**config.mk**
```make
export PLATFORM = sky130hd
export DESIGN_NAME = cmpl_trk
export DESIGN_NICKNAME = d
export VERILOG_FILES = /design/src/rtl/cmpl_trk_pkg.sv /design/src/rtl/cmpl_trk_fsm.sv /design/src/rtl/cmpl_trk_ring.sv /design/src/rtl/cmpl_trk_irq.sv /design/src/rtl/cmpl_trk.sv
export SDC_FILE = /design/constraint.sdc
export NUM_CORES = 1
export LEC_CHECK = 0
export BUFFER_PORTS_ARGS = -buffer_cell sky130_fd_sc_hd__buf_4
export CAP_MARGIN = 20
export CORE_ASPECT_RATIO = 0.8
export CORE_UTILIZATION = 30
export CTS_CLUSTER_SIZE = 10
export DETAILED_ROUTE_END_ITERATION = 6
export PLACE_DENSITY = 0.54
export REMOVE_ABC_BUFFERS = 1
export SLEW_MARGIN = 30
export SYNTH_ARGS = -nofsm -noshare
export SYNTH_HDL_FRONTEND = slang
export SYNTH_SLANG_ARGS = --single-unit
```
**constraint.sdc**
```tcl
create_clock -name clk -period 12.3 [get_ports clk]
set_clock_uncertainty 0.15 [all_clocks]
set_input_delay 1.845 -clock clk [delete_from_list [all_inputs] [get_ports clk]]
set_output_delay 1.845 -clock clk [all_outputs]
set_load 0.02 [all_outputs]
```
**src/rtl/cmpl_trk_pkg.sv**
```systemverilog
package cmpl_trk_pkg;

    typedef enum logic [1:0] {
        ST_IDLE,
        ST_RUN,
        ST_DONE
    } trk_state_e;

    typedef enum logic [1:0] {
        WD_CNT_LO,
        WD_CNT_HI,
        WD_LEN,
        WD_FLAGS
    } rpt_word_e;

    localparam int WORD_W     = 32;
    localparam int TOTAL_W    = 2 * WORD_W;

    // ring status word positions
    localparam int RS_WR_LSB  = 0;
    localparam int RS_RD_LSB  = 4;
    localparam int RS_EMPTY   = 8;
    localparam int RS_FULL    = 9;
    localparam int RS_ERR     = 10;

    // interrupt cause positions and notify flag
    localparam int IS_DONE    = 0;
    localparam int IS_ERR     = 6;
    localparam int NOTIFY_BIT = 16;

    typedef struct packed {
        logic [TOTAL_W-1:0] total;
        logic [WORD_W-1:0]  len;
        logic [WORD_W-1:0]  flags;
    } rpt_entry_t;

endpackage

```
**src/rtl/cmpl_trk_fsm.sv**
```systemverilog
module cmpl_trk_fsm
    import cmpl_trk_pkg::*;
#(
    parameter int BEAT_W = 8
) (
    input  logic              clk,
    input  logic              rst_n,
    input  logic              desc_valid,
    input  logic [WORD_W-1:0] desc_len,
    input  logic [WORD_W-1:0] desc_flags,
    output logic              desc_ready,
    input  logic              beat_valid,
    input  logic [BEAT_W-1:0] beat_bytes,
    output logic              beat_ready,
    output logic [WORD_W-1:0] residue,
    output logic              push,
    output rpt_entry_t        push_entry
);

    trk_state_e state_q, state_d;

    logic [WORD_W-1:0]  resid_q;
    logic [WORD_W-1:0]  len_q;
    logic [WORD_W-1:0]  flags_q;
    logic [TOTAL_W-1:0] total_q;

    logic [WORD_W-1:0]  beat_ext;
    logic [WORD_W-1:0]  take;
    logic               last_beat;
    logic               load;
    logic               count;

    assign beat_ext  = WORD_W'(beat_bytes);
    assign last_beat = (beat_ext >= resid_q);
    assign take      = last_beat ? resid_q : beat_ext;
    assign load      = desc_valid && desc_ready;
    assign count     = beat_valid && beat_ready;

    // state register
    always_ff @(posedge clk or negedge rst_n) begin
        if (!rst_n) state_q <= ST_IDLE;
        else        state_q <= state_d;
    end

    // transitions: load, load-empty, drain, chain, rest
    always_comb begin
        state_d = state_q;
        unique case (state_q)
            ST_IDLE: begin
                if (desc_valid) state_d = (desc_len == '0) ? ST_DONE : ST_RUN;
            end
            ST_RUN: begin
                if (beat_valid && last_beat) state_d = ST_DONE;
            end
            ST_DONE: begin
                if (desc_valid) state_d = (desc_len == '0) ? ST_DONE : ST_RUN;
                else            state_d = ST_IDLE;
            end
            default: state_d = ST_IDLE;
        endcase
    end

    // outputs
    always_comb begin
        desc_ready = 1'b0;
        beat_ready = 1'b0;
        push       = 1'b0;
        unique case (state_q)
            ST_IDLE: desc_ready = 1'b1;
            ST_RUN:  beat_ready = 1'b1;
            ST_DONE: begin
                desc_ready = 1'b1;
                push       = 1'b1;
            end
            default: ;
        endcase
    end

    // datapath
    always_ff @(posedge clk or negedge rst_n) begin
        if (!rst_n) begin
            resid_q <= '0;
            len_q   <= '0;
            flags_q <= '0;
            total_q <= '0;
        end else begin
            if (load) begin
                resid_q <= desc_len;
                len_q   <= desc_len;
                flags_q <= desc_flags;
            end else if (count) begin
                resid_q <= resid_q - take;
            end
            if (count) total_q <= total_q + TOTAL_W'(take);
        end
    end

    assign residue          = resid_q;
    assign push_entry.total = total_q;
    assign push_entry.len   = len_q;
    assign push_entry.flags = flags_q;

endmodule

```
**src/rtl/cmpl_trk_ring.sv**
```systemverilog
module cmpl_trk_ring
    import cmpl_trk_pkg::*;
#(
    parameter int SLOTS = 4
) (
    input  logic              clk,
    input  logic              rst_n,
    input  logic              push,
    input  rpt_entry_t        entry,
    input  logic              rd_en,
    input  logic              err_clr,
    output logic [WORD_W-1:0] rd_data,
    output logic [WORD_W-1:0] status,
    output logic              overflow
);

    localparam int PTR_W = (SLOTS > 1) ? $clog2(SLOTS) : 1;

    rpt_entry_t      mem [SLOTS];
    logic [PTR_W:0]  wr_ptr, rd_ptr;
    logic            err_q;
    rpt_word_e       word_q, word_d;

    logic            empty, full, pop, advance;
    rpt_entry_t      head;

    assign empty    = (wr_ptr == rd_ptr);
    assign full     = (wr_ptr[PTR_W] != rd_ptr[PTR_W]) &&
                      (wr_ptr[PTR_W-1:0] == rd_ptr[PTR_W-1:0]);
    assign overflow = push && full;
    assign pop      = rd_en && !empty;
    assign advance  = pop && (word_q == WD_FLAGS);
    assign head     = mem[rd_ptr[PTR_W-1:0]];

    // word position register
    always_ff @(posedge clk or negedge rst_n) begin
        if (!rst_n) word_q <= WD_CNT_LO;
        else        word_q <= word_d;
    end

    always_comb begin
        word_d = word_q;
        if (pop) begin
            unique case (word_q)
                WD_CNT_LO: word_d = WD_CNT_HI;
                WD_CNT_HI: word_d = WD_LEN;
                WD_LEN:    word_d = WD_FLAGS;
                WD_FLAGS:  word_d = WD_CNT_LO;
                default:   word_d = WD_CNT_LO;
            endcase
        end
    end

    always_comb begin
        rd_data = '0;
        if (!empty) begin
            unique case (word_q)
                WD_CNT_LO: rd_data = head.total[WORD_W-1:0];
                WD_CNT_HI: rd_data = head.total[TOTAL_W-1:WORD_W];
                WD_LEN:    rd_data = head.len;
                WD_FLAGS:  rd_data = head.flags;
                default:   rd_data = '0;
            endcase
        end
    end

    always_ff @(posedge clk) begin
        if (push && !full) mem[wr_ptr[PTR_W-1:0]] <= entry;
    end

    always_ff @(posedge clk or negedge rst_n) begin
        if (!rst_n) begin
            wr_ptr <= '0;
            rd_ptr <= '0;
            err_q  <= 1'b0;
        end else begin
            if (push && !full) wr_ptr <= wr_ptr + 1'b1;
            if (advance)       rd_ptr <= rd_ptr + 1'b1;
            if (overflow)      err_q  <= 1'b1;
            else if (err_clr)  err_q  <= 1'b0;
        end
    end

    always_comb begin
        status = '0;
        status[RS_WR_LSB +: PTR_W] = wr_ptr[PTR_W-1:0];
        status[RS_RD_LSB +: PTR_W] = rd_ptr[PTR_W-1:0];
        status[RS_EMPTY]           = empty;
        status[RS_FULL]            = full;
        status[RS_ERR]             = err_q;
    end

endmodule

```
**src/rtl/cmpl_trk_irq.sv**
```systemverilog
module cmpl_trk_irq
    import cmpl_trk_pkg::*;
(
    input  logic              clk,
    input  logic              rst_n,
    input  logic              set_done,
    input  logic              set_err,
    input  logic              sts_wr_en,
    input  logic [WORD_W-1:0] sts_wr_data,
    input  logic              mask_wr_en,
    input  logic [WORD_W-1:0] mask_wr_data,
    output logic [WORD_W-1:0] int_status,
    output logic [WORD_W-1:0] int_mask,
    output logic              irq
);

    logic done_q, err_q, mdone_q, merr_q;

    always_ff @(posedge clk or negedge rst_n) begin
        if (!rst_n) begin
            done_q  <= 1'b0;
            err_q   <= 1'b0;
            mdone_q <= 1'b0;
            merr_q  <= 1'b0;
        end else begin
            if (set_done)                              done_q <= 1'b1;
            else if (sts_wr_en && sts_wr_data[IS_DONE]) done_q <= 1'b0;
            if (set_err)                               err_q  <= 1'b1;
            else if (sts_wr_en && sts_wr_data[IS_ERR])  err_q  <= 1'b0;
            if (mask_wr_en) begin
                mdone_q <= mask_wr_data[IS_DONE];
                merr_q  <= mask_wr_data[IS_ERR];
            end
        end
    end

    always_comb begin
        int_status          = '0;
        int_status[IS_DONE] = done_q;
        int_status[IS_ERR]  = err_q;
        int_mask            = '0;
        int_mask[IS_DONE]   = mdone_q;
        int_mask[IS_ERR]    = merr_q;
    end

    assign irq = |(int_status & int_mask);

endmodule

```
**src/rtl/cmpl_trk.sv**
```systemverilog
module cmpl_trk
    import cmpl_trk_pkg::*;
#(
    parameter int SLOTS  = 4,
    parameter int BEAT_W = 8
) (
    input  logic              clk,
    input  logic              rst_n,
    input  logic              desc_valid,
    input  logic [31:0]       desc_len,
    input  logic [31:0]       desc_flags,
    output logic              desc_ready,
    input  logic              desc_ring_err,
    input  logic              beat_valid,
    input  logic [BEAT_W-1:0] beat_bytes,
    output logic              beat_ready,
    output logic [31:0]       residue,
    input  logic              rpt_rd,
    output logic [31:0]       rpt_data,
    output logic [31:0]       rpt_status,
    input  logic              rpt_err_clr,
    input  logic              sts_wr_en,
    input  logic [31:0]       sts_wr_data,
    input  logic              mask_wr_en,
    input  logic [31:0]       mask_wr_data,
    output logic [31:0]       int_status,
    output logic [31:0]       int_mask,
    output logic              irq
);

    logic       push, overflow;
    rpt_entry_t push_entry;

    cmpl_trk_fsm #(.BEAT_W(BEAT_W)) u_fsm (
        .clk        (clk),
        .rst_n      (rst_n),
        .desc_valid (desc_valid),
        .desc_len   (desc_len),
        .desc_flags (desc_flags),
        .desc_ready (desc_ready),
        .beat_valid (beat_valid),
        .beat_bytes (beat_bytes),
        .beat_ready (beat_ready),
        .residue    (residue),
        .push       (push),
        .push_entry (push_entry)
    );

    cmpl_trk_ring #(.SLOTS(SLOTS)) u_ring (
        .clk      (clk),
        .rst_n    (rst_n),
        .push     (push),
        .entry    (push_entry),
        .rd_en    (rpt_rd),
        .err_clr  (rpt_err_clr),
        .rd_data  (rpt_data),
        .status   (rpt_status),
        .overflow (overflow)
    );

    cmpl_trk_irq u_irq (
        .clk          (clk),
        .rst_n        (rst_n),
        .set_done     (push && push_entry.flags[NOTIFY_BIT]),
        .set_err      (overflow || desc_ring_err),
        .sts_wr_en    (sts_wr_en),
        .sts_wr_data  (sts_wr_data),
        .mask_wr_en   (mask_wr_en),
        .mask_wr_data (mask_wr_data),
        .int_status   (int_status),
        .int_mask     (int_mask),
        .irq          (irq)
    );

endmodule

```
==> impl_results.md <==
* M2 GR Usage at 0.241
* Worst Hold Depth at 1
* Post-CTS Hold Fix Bufs at 0
* Initial Util at 0.305
* Fin. max-slew vios at 0
* Most frequent cell on the critical path: buf_4
* Min-Delay Path Class: flop to flop
* Detailed-placement wirelength estimate at 53,500 microns
* Final setup vio count at 0
* RSZ-0062 raised after global routing: no
* Period minus WS final at 6780 ps
* Crit Path Category: flop to primary output
* Clk slew on worst S/H paths at 50 ps
* Met3 GRT Util at 0.0424
* Drt pass-1 iters at 5
* Post_cts resized at 0
* Setup total negative slack at 0 ps
* EDFF count, synth at 512
* Vert. Die Dim at 286 microns
* Crit-path max cell delay at 890 ps
* CP startpoint kind: flop
* Number of global-route vias before repair at 18.3k
* Post-route ant nets at 0
* CTS HTree Levels at 3
* Sequential cell area fraction in the yosys report at 0.653
* Die area at 102,000 sq um
* Worst EP arrival at 4780 ps
* R2R depth at 18
* Crit. End Element: primary output
* Aggregate routed wire length at 81,300 microns
* Leak at 0.0129 uW
* Iteration-0 DRC Markers at 1,511
* Cells along the critical path: buf_4 > buf_4 > mux4_2 > a22oi_1 > a21oi_1 > a21oi_1 > nor2_1 > buf_4
* Fin crit share at 0.551
* Clk sinks at 687
* IO buf count at 162
* Cell Count, Final, Fillers Out at 3,683
* Slowest-stage cell, CP: dfrtp_4
* # IOs at 308
* Global placer's final weighted congestion at 0.858
* Avg Vias per Cell at 4.93
* Initial antenna violation count at 3
* Total gr overflow at 0
* Site Rows at 103
* Peak fanout along the critical path at 37
* First-pass GRT wire length at 120,000 microns
* GRT Util Overall at 0.159
* Most common cell after layout, fill and taps aside: edfxtp_1
* Most frequent cells in the layout: edfxtp_1, nand2_1, buf_4, dfrtp_1, mux4_2
* Largest net degree at the start of global routing at 71
* FILL cells at 9,598
* Detailed-route via count at 18.2k
* DR DRC count at 0
* Max Fclk at 148 MHz
* Core Area at 99,200 sq um
* Max-cap viol count at 0
* # nets final at 2,508
* Reg2Reg Setup Slack at 5590 ps
* Final hold slack at 348 ps
* Area added between synthesis and finish at 16.1%
* Pwr per Cell Area at 183 nW/um^2
* Rel. slew slack at 0.235
* Critical Path RT at 10,300 ps
* GR Util met1 at 0.227
* Hold Vio Cnt, Final at 0
* Max VDD drop at 0.0955 mV
* Routed length per instance at 22.1 microns
* DIE WIDTH at 357 microns
* Status: completed
* Synth Cell Area at 30,200 sq um
* Dpl cells at 3,533
* Postcts setup bufs at 0
* Cells after Synth at 2,118
* Layout cells sized above 1 at 0.192
* Predominant post-synthesis flop cell: edfxtp_1
* CTS tree: yes
* Root Driver: clkbuf_16
* Syn_area_per_cell at 14.3 sq um
* Synth Warn # at 0
* Flops & latches, synth at 687
* Clk_lat worst skew at 620 ps
* GR peak layer: met2
* Synth async-reset ratio at 0.255
* Cell variety after synth at 69
* Num CTS Buffers at 80
* Least-Margin Pin Slew at 1140 ps
* CTS max path bufs at 3
==> critical path: cells and delay by family, from the launching register on <==
family	cells	cell delay, ps
buffers and inverters	3	1510
muxes	1	580
DFF	1	890
AOI/OAI and AO/OA	3	980
and+or+nand+nor	1	120
==> final timing paths <==
kind,end,start
max,rpt_data[13],u_ring.rd_ptr[0]$_DFFE_PN0P_
min,u_ring.wr_ptr[2]$_DFFE_PN0P_,u_ring.wr_ptr[2]$_DFFE_PN0P_
max reg2reg,u_fsm.residue[28]$_DFFE_PN0P_,u_fsm.residue[21]$_DFFE_PN0P_
min reg2reg,u_ring.wr_ptr[2]$_DFFE_PN0P_,u_ring.wr_ptr[2]$_DFFE_PN0P_
max in group asynchronous,u_fsm.residue[1]$_DFFE_PN0P_,rst_n
min in group asynchronous,u_fsm.flags_q[13]$_DFFE_PN0P_,rst_n
==> state kept, by name, summed over array words and instances (netlist names), 2 cells and up <==
| name | count |
|---|---|
| u_fsm.len_q | 32 |
| u_fsm.state_q | 2 |
| u_ring.wr_ptr | 3 |
| u_ring.rd_ptr | 3 |
| u_fsm.flags_q | 32 |
| u_fsm.residue | 32 |
| u_ring.mem | 512 |
| u_ring.word_q | 2 |
| u_fsm.total_q | 64 |
==> through the flow <==
step / utilization / worst slack [ps] / total power (uW) / area (sq um)
floorplan: - / 2690 / 3820 / 29500
global placement: 0.329 / 5080 / 4210 / 32700
detailed placement: 0.329 / 5200 / 4240 / 32700
CTS: 0.353 / 5370 / 6450 / 35100
global route: 0.354 / 5070 / 6740 / 35100
finish: 0.354 / 5520 / 6430 / 35100
==> report_power, final <==
part | switching, uW | internal, uW
clock network | 895 | 1290
registers | 292 | 2810
logic | 694 | 443
total | 1880 | 4550
==> cell families (layout without fill, tap and decap cells) <==
group | after synthesis | after routing | share of synthesized area
AO/OA/AOI/OAI | 368 | 368 | 0.0775
XOR/XNOR | 66 | 66 | 0.0191
adder cells (fa/ha/maj) | 59 | 59 | 0.0249
buffers and inverters | 229 | 373 | 0.0412
flip-flops | 687 | 687 | 0.653
multiplexers | 152 | 152 | 0.104
other | 1 | 110 | 0.000124
AND/OR/NAND/NOR | 556 | 556 | 0.0803
==> Yosys cell counts (all sizes together) (6+ instances only) <==
library cell | number | area [sq um]
mux4 | 128 | 2880
or2 | 7 | 43.8
xnor2 | 43 | 377
inv | 32 | 120
buf | 126 | 858
nand3 | 30 | 163
and3 | 9 | 56.3
nor3 | 18 | 90.1
mux2i | 12 | 120
nand2 | 331 | 1240
mux2 | 12 | 139
o21a | 8 | 60.1
o21bai | 6 | 45.0
o2111ai | 7 | 61.3
clkbuf | 71 | 267
o311ai | 12 | 105
or3 | 14 | 97.6
o21ai | 76 | 380
nor2 | 87 | 343
dfrtp | 175 | 4380
xor2 | 23 | 201
and2 | 8 | 50.1
nor4 | 17 | 106
o211ai | 37 | 278
a31oi | 7 | 43.8
nand4 | 19 | 119
a211oi | 6 | 45.0
a21oi | 121 | 606
a22oi | 32 | 240
a21o | 20 | 150
ha | 57 | 713
edfxtp | 512 | 15400
==> per-layer routing <==
layer,routed length [microns],part of all wire
met5,27,0.00033
met4,1440,0.018
met3,5920,0.073
met2,36800,0.45
met1,37100,0.46
==> area by class of cell <==
cell class	count	area [sq um]	share of cell area
clock inverter	8	108	0.00307
clock buffer	140	2280	0.0649
antenna	1	2.50	0.0000713
tap	1312	1640	0.0468
multi-input combinational	1310	9700	0.276
timing repair buffer	193	1490	0.0425
inverter	32	120	0.00342
sequential	687	19800	0.563
Note: power is estimated with default switching activity, not from simulation.
